### src/rtl/pxd_pkg.sv
`timescale 1ns/1ps
package pxd_pkg;
    localparam int WORD_W  = 30;
    localparam int COLOR_W = 8;
    localparam int GP_W    = 2;

    typedef struct packed {
        logic [COLOR_W-1:0] red;
        logic [COLOR_W-1:0] green;
        logic [COLOR_W-1:0] blue;
        logic               hsync;
        logic               vsync;
        logic               den;
        logic [GP_W-1:0]    gp;
    } pixel_t;

    localparam int PAY_W = $bits(pixel_t);

    function automatic pixel_t word_fields(input logic [WORD_W-1:0] w);
        return pixel_t'(w[WORD_W-1:WORD_W-PAY_W]);
    endfunction

    function automatic logic word_parity_bad(input logic [WORD_W-1:0] w);
        return ^w;
    endfunction
endpackage

### src/rtl/pxd_slot_tracker.sv
`timescale 1ns/1ps
module pxd_slot_tracker #(
    parameter int SLOTS = 10
) (
    input  logic clk,
    input  logic rst,
    input  logic strobe,
    output logic active,
    output logic complete
);
    localparam int CW = (SLOTS > 2) ? $clog2(SLOTS) : 1;

    logic          locked_q;
    logic [CW-1:0] cnt_q;
    logic [CW-1:0] cur_slot;

    always_comb begin
        active   = locked_q | strobe;
        cur_slot = strobe ? '0 : cnt_q;
        complete = active && (cur_slot == CW'(SLOTS - 1));
    end

    always_ff @(posedge clk) begin
        if (rst) begin
            locked_q <= 1'b0;
            cnt_q    <= '0;
        end else if (active) begin
            locked_q <= 1'b1;
            cnt_q    <= complete ? '0 : cur_slot + CW'(1);
        end
    end

    AST_SLOT_RANGE: assert property (@(posedge clk) disable iff (rst)
        cnt_q <= CW'(SLOTS - 1));
endmodule

### src/rtl/pxd_word_assembler.sv
`timescale 1ns/1ps
module pxd_word_assembler #(
    parameter int LANES  = 3,
    parameter int WORD_W = 30
) (
    input  logic              clk,
    input  logic              rst,
    input  logic              shift_en,
    input  logic [LANES-1:0]  lane_data,
    output logic [WORD_W-1:0] word
);
    localparam int ACC_W = WORD_W - LANES;

    logic [LANES-1:0] group;
    logic [ACC_W-1:0] acc_q;

    // lane 0 carries the earliest (most significant) bit of each slot
    for (genvar l = 0; l < LANES; l++) begin : g_lane
        assign group[LANES-1-l] = lane_data[l];
    end

    always_ff @(posedge clk) begin
        if (rst) begin
            acc_q <= '0;
        end else if (shift_en) begin
            acc_q <= {acc_q[ACC_W-LANES-1:0], group};
        end
    end

    assign word = {acc_q, group};
endmodule

### src/rtl/pxd_field_unpack.sv
`timescale 1ns/1ps
module pxd_field_unpack
    import pxd_pkg::*;
(
    input  logic              clk,
    input  logic              rst,
    input  logic              load,
    input  logic [WORD_W-1:0] word,
    output pixel_t            pix_q,
    output logic              valid_q,
    output logic              perr_q
);
    always_ff @(posedge clk) begin
        if (rst) begin
            pix_q   <= '0;
            valid_q <= 1'b0;
            perr_q  <= 1'b0;
        end else begin
            valid_q <= load;
            perr_q  <= load & word_parity_bad(word);
            if (load) begin
                pix_q <= word_fields(word);
            end
        end
    end

    AST_PERR_QUAL: assert property (@(posedge clk) disable iff (rst)
        perr_q |-> valid_q);
    AST_FIELD_HOLD: assert property (@(posedge clk) disable iff (rst)
        !valid_q |-> $stable(pix_q));
endmodule

### src/rtl/pixel_deser.sv
`timescale 1ns/1ps
module pixel_deser
    import pxd_pkg::*;
#(
    parameter int LANES = 3
) (
    input  logic             clk,
    input  logic             rst,
    input  logic [LANES-1:0] lane_data,
    input  logic             strobe,
    output logic [7:0]       red,
    output logic [7:0]       green,
    output logic [7:0]       blue,
    output logic             hsync,
    output logic             vsync,
    output logic             den,
    output logic [1:0]       gp,
    output logic             pix_valid,
    output logic             par_err
);
    localparam int SLOTS = WORD_W / LANES;

    logic              active;
    logic              complete;
    logic [WORD_W-1:0] word;
    pixel_t            pix;

    pxd_slot_tracker #(.SLOTS(SLOTS)) u_track (
        .clk      (clk),
        .rst      (rst),
        .strobe   (strobe),
        .active   (active),
        .complete (complete)
    );

    pxd_word_assembler #(.LANES(LANES), .WORD_W(WORD_W)) u_asm (
        .clk       (clk),
        .rst       (rst),
        .shift_en  (active),
        .lane_data (lane_data),
        .word      (word)
    );

    pxd_field_unpack u_unpack (
        .clk     (clk),
        .rst     (rst),
        .load    (complete),
        .word    (word),
        .pix_q   (pix),
        .valid_q (pix_valid),
        .perr_q  (par_err)
    );

    assign red   = pix.red;
    assign green = pix.green;
    assign blue  = pix.blue;
    assign hsync = pix.hsync;
    assign vsync = pix.vsync;
    assign den   = pix.den;
    assign gp    = pix.gp;

    AST_VALID_PULSE: assert property (@(posedge clk) disable iff (rst)
        pix_valid |=> !pix_valid);
    AST_STROBE_NO_PIXEL: assert property (@(posedge clk) disable iff (rst)
        strobe |=> !pix_valid);
endmodule

### config.mk
export PLATFORM = sky130hd
export DESIGN_NAME = pixel_deser
export DESIGN_NICKNAME = d
export VERILOG_FILES = /design/src/rtl/pxd_pkg.sv /design/src/rtl/pxd_slot_tracker.sv /design/src/rtl/pxd_word_assembler.sv /design/src/rtl/pxd_field_unpack.sv /design/src/rtl/pixel_deser.sv
export SDC_FILE = /design/constraint.sdc
export NUM_CORES = 1
export LEC_CHECK = 0
export ABC_AREA = 1
export BUFFER_PORTS_ARGS = -buffer_cell sky130_fd_sc_hd__buf_2
export CAP_MARGIN = 20
export CORE_AREA = 2 2 108 110
export DETAILED_ROUTE_END_ITERATION = 16
export DIE_AREA = 0 0 110 112
export PLACE_DENSITY_LB_ADDON = 0.2
export SYNTH_ARGS = -nofsm -noshare
export SYNTH_HDL_FRONTEND = slang
export SYNTH_HIERARCHICAL = 1
export SYNTH_SLANG_ARGS = --single-unit
### constraint.sdc
create_clock -name clk -period 2.5 [get_ports clk]
set_clock_uncertainty 0.05 [all_clocks]
set_input_delay 0.5 -clock clk [delete_from_list [all_inputs] [get_ports clk]]
set_output_delay 0.5 -clock clk [all_outputs]
set_load 0.01 [all_outputs]
Word-level counts from Yosys, hierarchy flattened:

Cells that the tools add are included.

* add/sub/neg operators: 1
* bitwise gates (word level): 2
* eq/ne operators: 1
* mux-type cells: 2
* reduce and logical (&&, ||, !) cells: 2

Operators by type and width (number)
* XOR reduction 30 bit: 1
* two-way mux 4 bit: 2
* adder 4 x 1 -> 4 bit, second input constant: 1
* == test 4 bit, second input constant: 1
* bitwise AND 1 bit: 1
* logical AND 1 bit: 1
* OR 1 bit: 1

* flip-flop bits (word level): 63
* logic and storage cells: 20
* output and inout bits: 31

Depth between registers and ports, before layout:

* depth in word-level cells: 4
* mapped depth: 14
* depth with buffers taken out: 13

Modules after synthesis:

Netlist, hierarchy kept.

Modules (own cells, without submodules)
* pxd_field_unpack: cells an instance 292, times used 1, area each 1725.4 um^2, seq. area each 620.6 um^2
* pxd_word_assembler: cells an instance 174, times used 1, area each 1260.0 um^2, seq. area each 540.5 um^2
* pxd_slot_tracker: cells an instance 43, times used 1, area each 282.8 um^2, seq. area each 100.1 um^2

Least setup slack after synthesis:

No wires, ideal clock.

* kind: input to register
* start point: in strobe
* end point: reg u_unpack.perr_q
* required time: 2.388 ns
* setup time: 0.062 ns
* path buffers: 0
* data arrival time: 1.831 ns
* slack: 0.557 ns
* stages: 12
* path through: inv_2 nand2_1 inv_1 ha_1 nand2_1 nor2_2 inv_1 nor2_1 clkinv_1 nor2_1 inv_1 nor2_2

* word-level cells in the longest chain between the ends: 4

Ends and longest elaborated chain
* from (decl): line pixel_deser.sv:10 `input logic strobe,`
* two-way mux 4 bit: line pxd_slot_tracker.sv:19 `cur_slot = strobe ? '0 : cnt_q;`
* == test 4 bit: line pxd_slot_tracker.sv:20 `complete = active && (cur_slot == CW'(SLOTS - 1));`
* logical AND 1 bit (*): line pxd_slot_tracker.sv:20
* net complete: line pixel_deser.sv:24 `logic complete;`
* bitwise AND 1 bit (*): line pxd_field_unpack.sv:20 `perr_q <= load & word_parity_bad(word);`
* to (signal assigned): line pxd_field_unpack.sv:20
* to (decl): line pxd_field_unpack.sv:11 `output logic perr_q`

The timed path passes the listed nets; every way through them passes the cells marked *.
A chain may end at the register's enable or synchronous reset.

Final worst setup path:

* start point: in strobe
* end point: reg u_unpack/pix_q[12] (netlist name)

* word-level cells in the longest chain between the ends: 3

Ends and longest elaborated chain
* two-way mux 4 bit: line pxd_slot_tracker.sv:19
* == test 4 bit: line pxd_slot_tracker.sv:20
* logical AND 1 bit (*): line pxd_slot_tracker.sv:20
* net complete: line pixel_deser.sv:24
* to (signal assigned): line pxd_field_unpack.sv:22 `pix_q <= word_fields(word);`
* to (decl): line pxd_field_unpack.sv:9 `output pixel_t pix_q,`

Marked as above.

==> flow_metrics.tcl <==
set metrics [dict create \
    status "finished clean" \
    wl_per_cell_um 10.03 \
    synth_fp_nets 516 \
    yosys_warnings 6 \
    place.gp.congestion 0.7298 \
    htreeDepth 3 \
    setup_viol 0 \
    grtUsageTotal_pct 12.42 \
    syn-cell-area_mm2 0.003268 \
    worst_pin_slew_ns 0.5114 \
    remaining_drc_errors 0 \
    seq_area_mm2 0.001261 \
    die-area_mm2 0.01232 \
    cts_buffers 9 \
    overflow 0 \
    min_period_ns 1.764 \
    crit_slowest_cell "buf_4" \
    holdBufCountCts 0 \
    die_w_um 110 \
    fin_nets 549 \
    first_pass_iters 4 \
    coreArea_mm2 0.01117 \
    path_cells "buf_2, inv_2, nand2_1, inv_1, ha_1, nand2_1, nor2_2, inv_1, nor2_4, buf_4, o21ai_0, a21oi_1" \
    maxCapViolations 0 \
    worstPathArrival_ns 1.98 \
    max_clock_freq_mhz 566.9 \
    ys_types 25 \
    clk_pin_slew_worst_paths_ns 0.05 \
    synth-seq-area-share_pct 38.59 \
    clk_path_buf_depth 2 \
    slew-limit-headroom_pct 65.86 \
    power_mw 2.816 \
    die_h_um 112 \
    clockRootBuffer "clkbuf_16" \
    vdd_drop_max_mv 0.3091 \
    p_per_area_mw_per_mm2 734.5 \
    final_common_cell "nand2_1" \
    critPathLaunchType "input port" \
    finalSetupTns_ns 0 \
    grt_setup_unrepaired "no" \
    finalMaxSlewViolations 0 \
    grt_max_degree 31 \
    p_leak_nw 2.020 \
    dr_total_vias 2884 \
    grt_pass1_wl_um 11890 \
    drt_wl_total_um 6923 \
    critPathBufInv 5 \
    slowest_delay_ns 0.28 \
    diodes 0 \
    clk_latency_ns 0.33 \
    period_share_pct 70.57 \
    critPathMaxFanout 30 \
    post_cts_resized 0 \
    drive_above_1_share_pct 20.48 \
    port_buffers 36 \
    hold_path.class "input port to register" \
    detail-route-antenna-nets 0 \
    cts_setup_buffers 0 \
    num_rows 39 \
    cp_top_family "buffers and inverters" \
    start_util_pct 29.25 \
    antenna_found_initial 0 \
    ios 37 \
    vias_per_cell 4.180 \
    fillerInstances 1197 \
    cts_tree "built" \
    synth_area_per_cell_um2 6.421 \
    synthCells 509 \
    grt_pass1_vias 2653 \
    cp.required_ns 2.71 \
    ys_seq_elements 63 \
    crit_path_end_kind "register" \
    drtIter0Drc 108 \
    multi_input_area_mm2 0.001588 \
    hold_viol_final 0 \
    area_delta_synth_final_pct 17.30 \
    critPathKind "input port to register" \
    cts_sinks 63 \
    final_cell_mix "nand2_1, nor2_1, inv_1, dfxtp_1, buf_2" \
    place_hpwl_um 4962 \
]
## synthesized netlist by cell type
cell type,n,area share (%)
a21oi_1,24,3.7
buf_12,1,0.61
buf_2,1,0.15
buf_4,5,1.1
buf_6,3,1.0
buf_8,2,0.92
clkbuf_1,7,0.80
clkinv_1,2,0.23
dfxtp_1,63,39
ha_1,1,0.38
inv_1,64,7.4
inv_2,7,0.80
nand2_1,168,19
nand2_2,22,4.2
nand2_4,1,0.34
nand3_1,6,0.92
nand4_1,1,0.19
nor2_1,69,7.9
nor2_2,24,4.6
nor2_4,1,0.34
nor3_1,1,0.15
o21ai_0,27,4.1
o21ai_1,2,0.31
xnor2_1,4,1.1
xor2_1,3,0.80
## state kept, by name (all words and copies together) (netlist names)
signal and count:
u_track/locked_q 1, u_unpack/valid_q 1, u_asm/acc_q 27, u_unpack/perr_q 1, u_unpack/pix_q 29, u_track/cnt_q 4
## worst reg2reg max path, cell delays in order (launching register included)
cell and delay (ns):
dfxtp_1 0.35, nand2_1 0.07, inv_1 0.08, ha_1 0.14
nand2_1 0.06, nor2_2 0.14, inv_1 0.09, nor2_4 0.10
buf_4 0.28, o21ai_0 0.15, a21oi_1 0.13
## routing by layer
metal  wire length [um]  global-route usage, %  vias up  part of all wire (%)
li1                   -                      -     1579                     -
met5                  0                      0        -                     0
met1               3390                  15.43     1266                    49
met3                216                  2.752       11                   3.1
met4                151                  6.835        0                   2.2
met2               3164                  19.67       28                    46
## cell families after synthesis
| family | count (synthesis) | synth area share [%] |
|---|---|---|
| flip-flops | 63 | 38.59 |
| AND/OR/NAND/NOR | 293 | 37.98 |
| buffers and inverters | 92 | 13.06 |
| adder cells (fa/ha/maj) | 1 | 0.3828 |
| AO/OA/AOI/OAI | 53 | 8.117 |
| XOR/XNOR | 7 | 1.876 |
## power by group
part | total (mW) | internal (mW) | switching [mW]
logic | 0.400 | 0.141 | 0.259
clock network | 1.32 | 0.868 | 0.456
registers | 1.09 | 1.04 | 0.0490
## final timing paths
kind                           start                 end  slack [ns]  depth (start not counted)
setup reg to reg    u_track/cnt_q[0]  u_unpack/pix_q[12]        0.79                         10
hold reg to reg   u_unpack/pix_q[21]  u_unpack/pix_q[21]        0.44                          2
hold / removal                   rst    u_track/cnt_q[3]        0.40                          2
setup / recovery              strobe  u_unpack/pix_q[12]        0.74                         12
## cell type report
cell class	instances	area share, %
timing repair buffer	41	5.679
multi-input combinational	354	41.42
tap	143	4.667
inverter	73	7.148
clock inverter	6	2.219
sequential	63	32.90
clock buffer	10	5.973
## stage by stage
stage	cells	hold slack, ns	worst slack, ns	util, %	cell area (um2)
after floorplan	509	0.4135	0.5572	-	3268
after global placement	674	0.4300	0.4292	31.50	3520
after detailed placement	674	0.4311	0.3967	31.50	3520
after CTS	690	0.3894	0.7511	34.31	3834
after global routing	690	0.4175	0.5054	34.31	3834
final	690	0.3974	0.7359	34.31	3834
No activity file was read; power rests on OpenSTA's default activity.
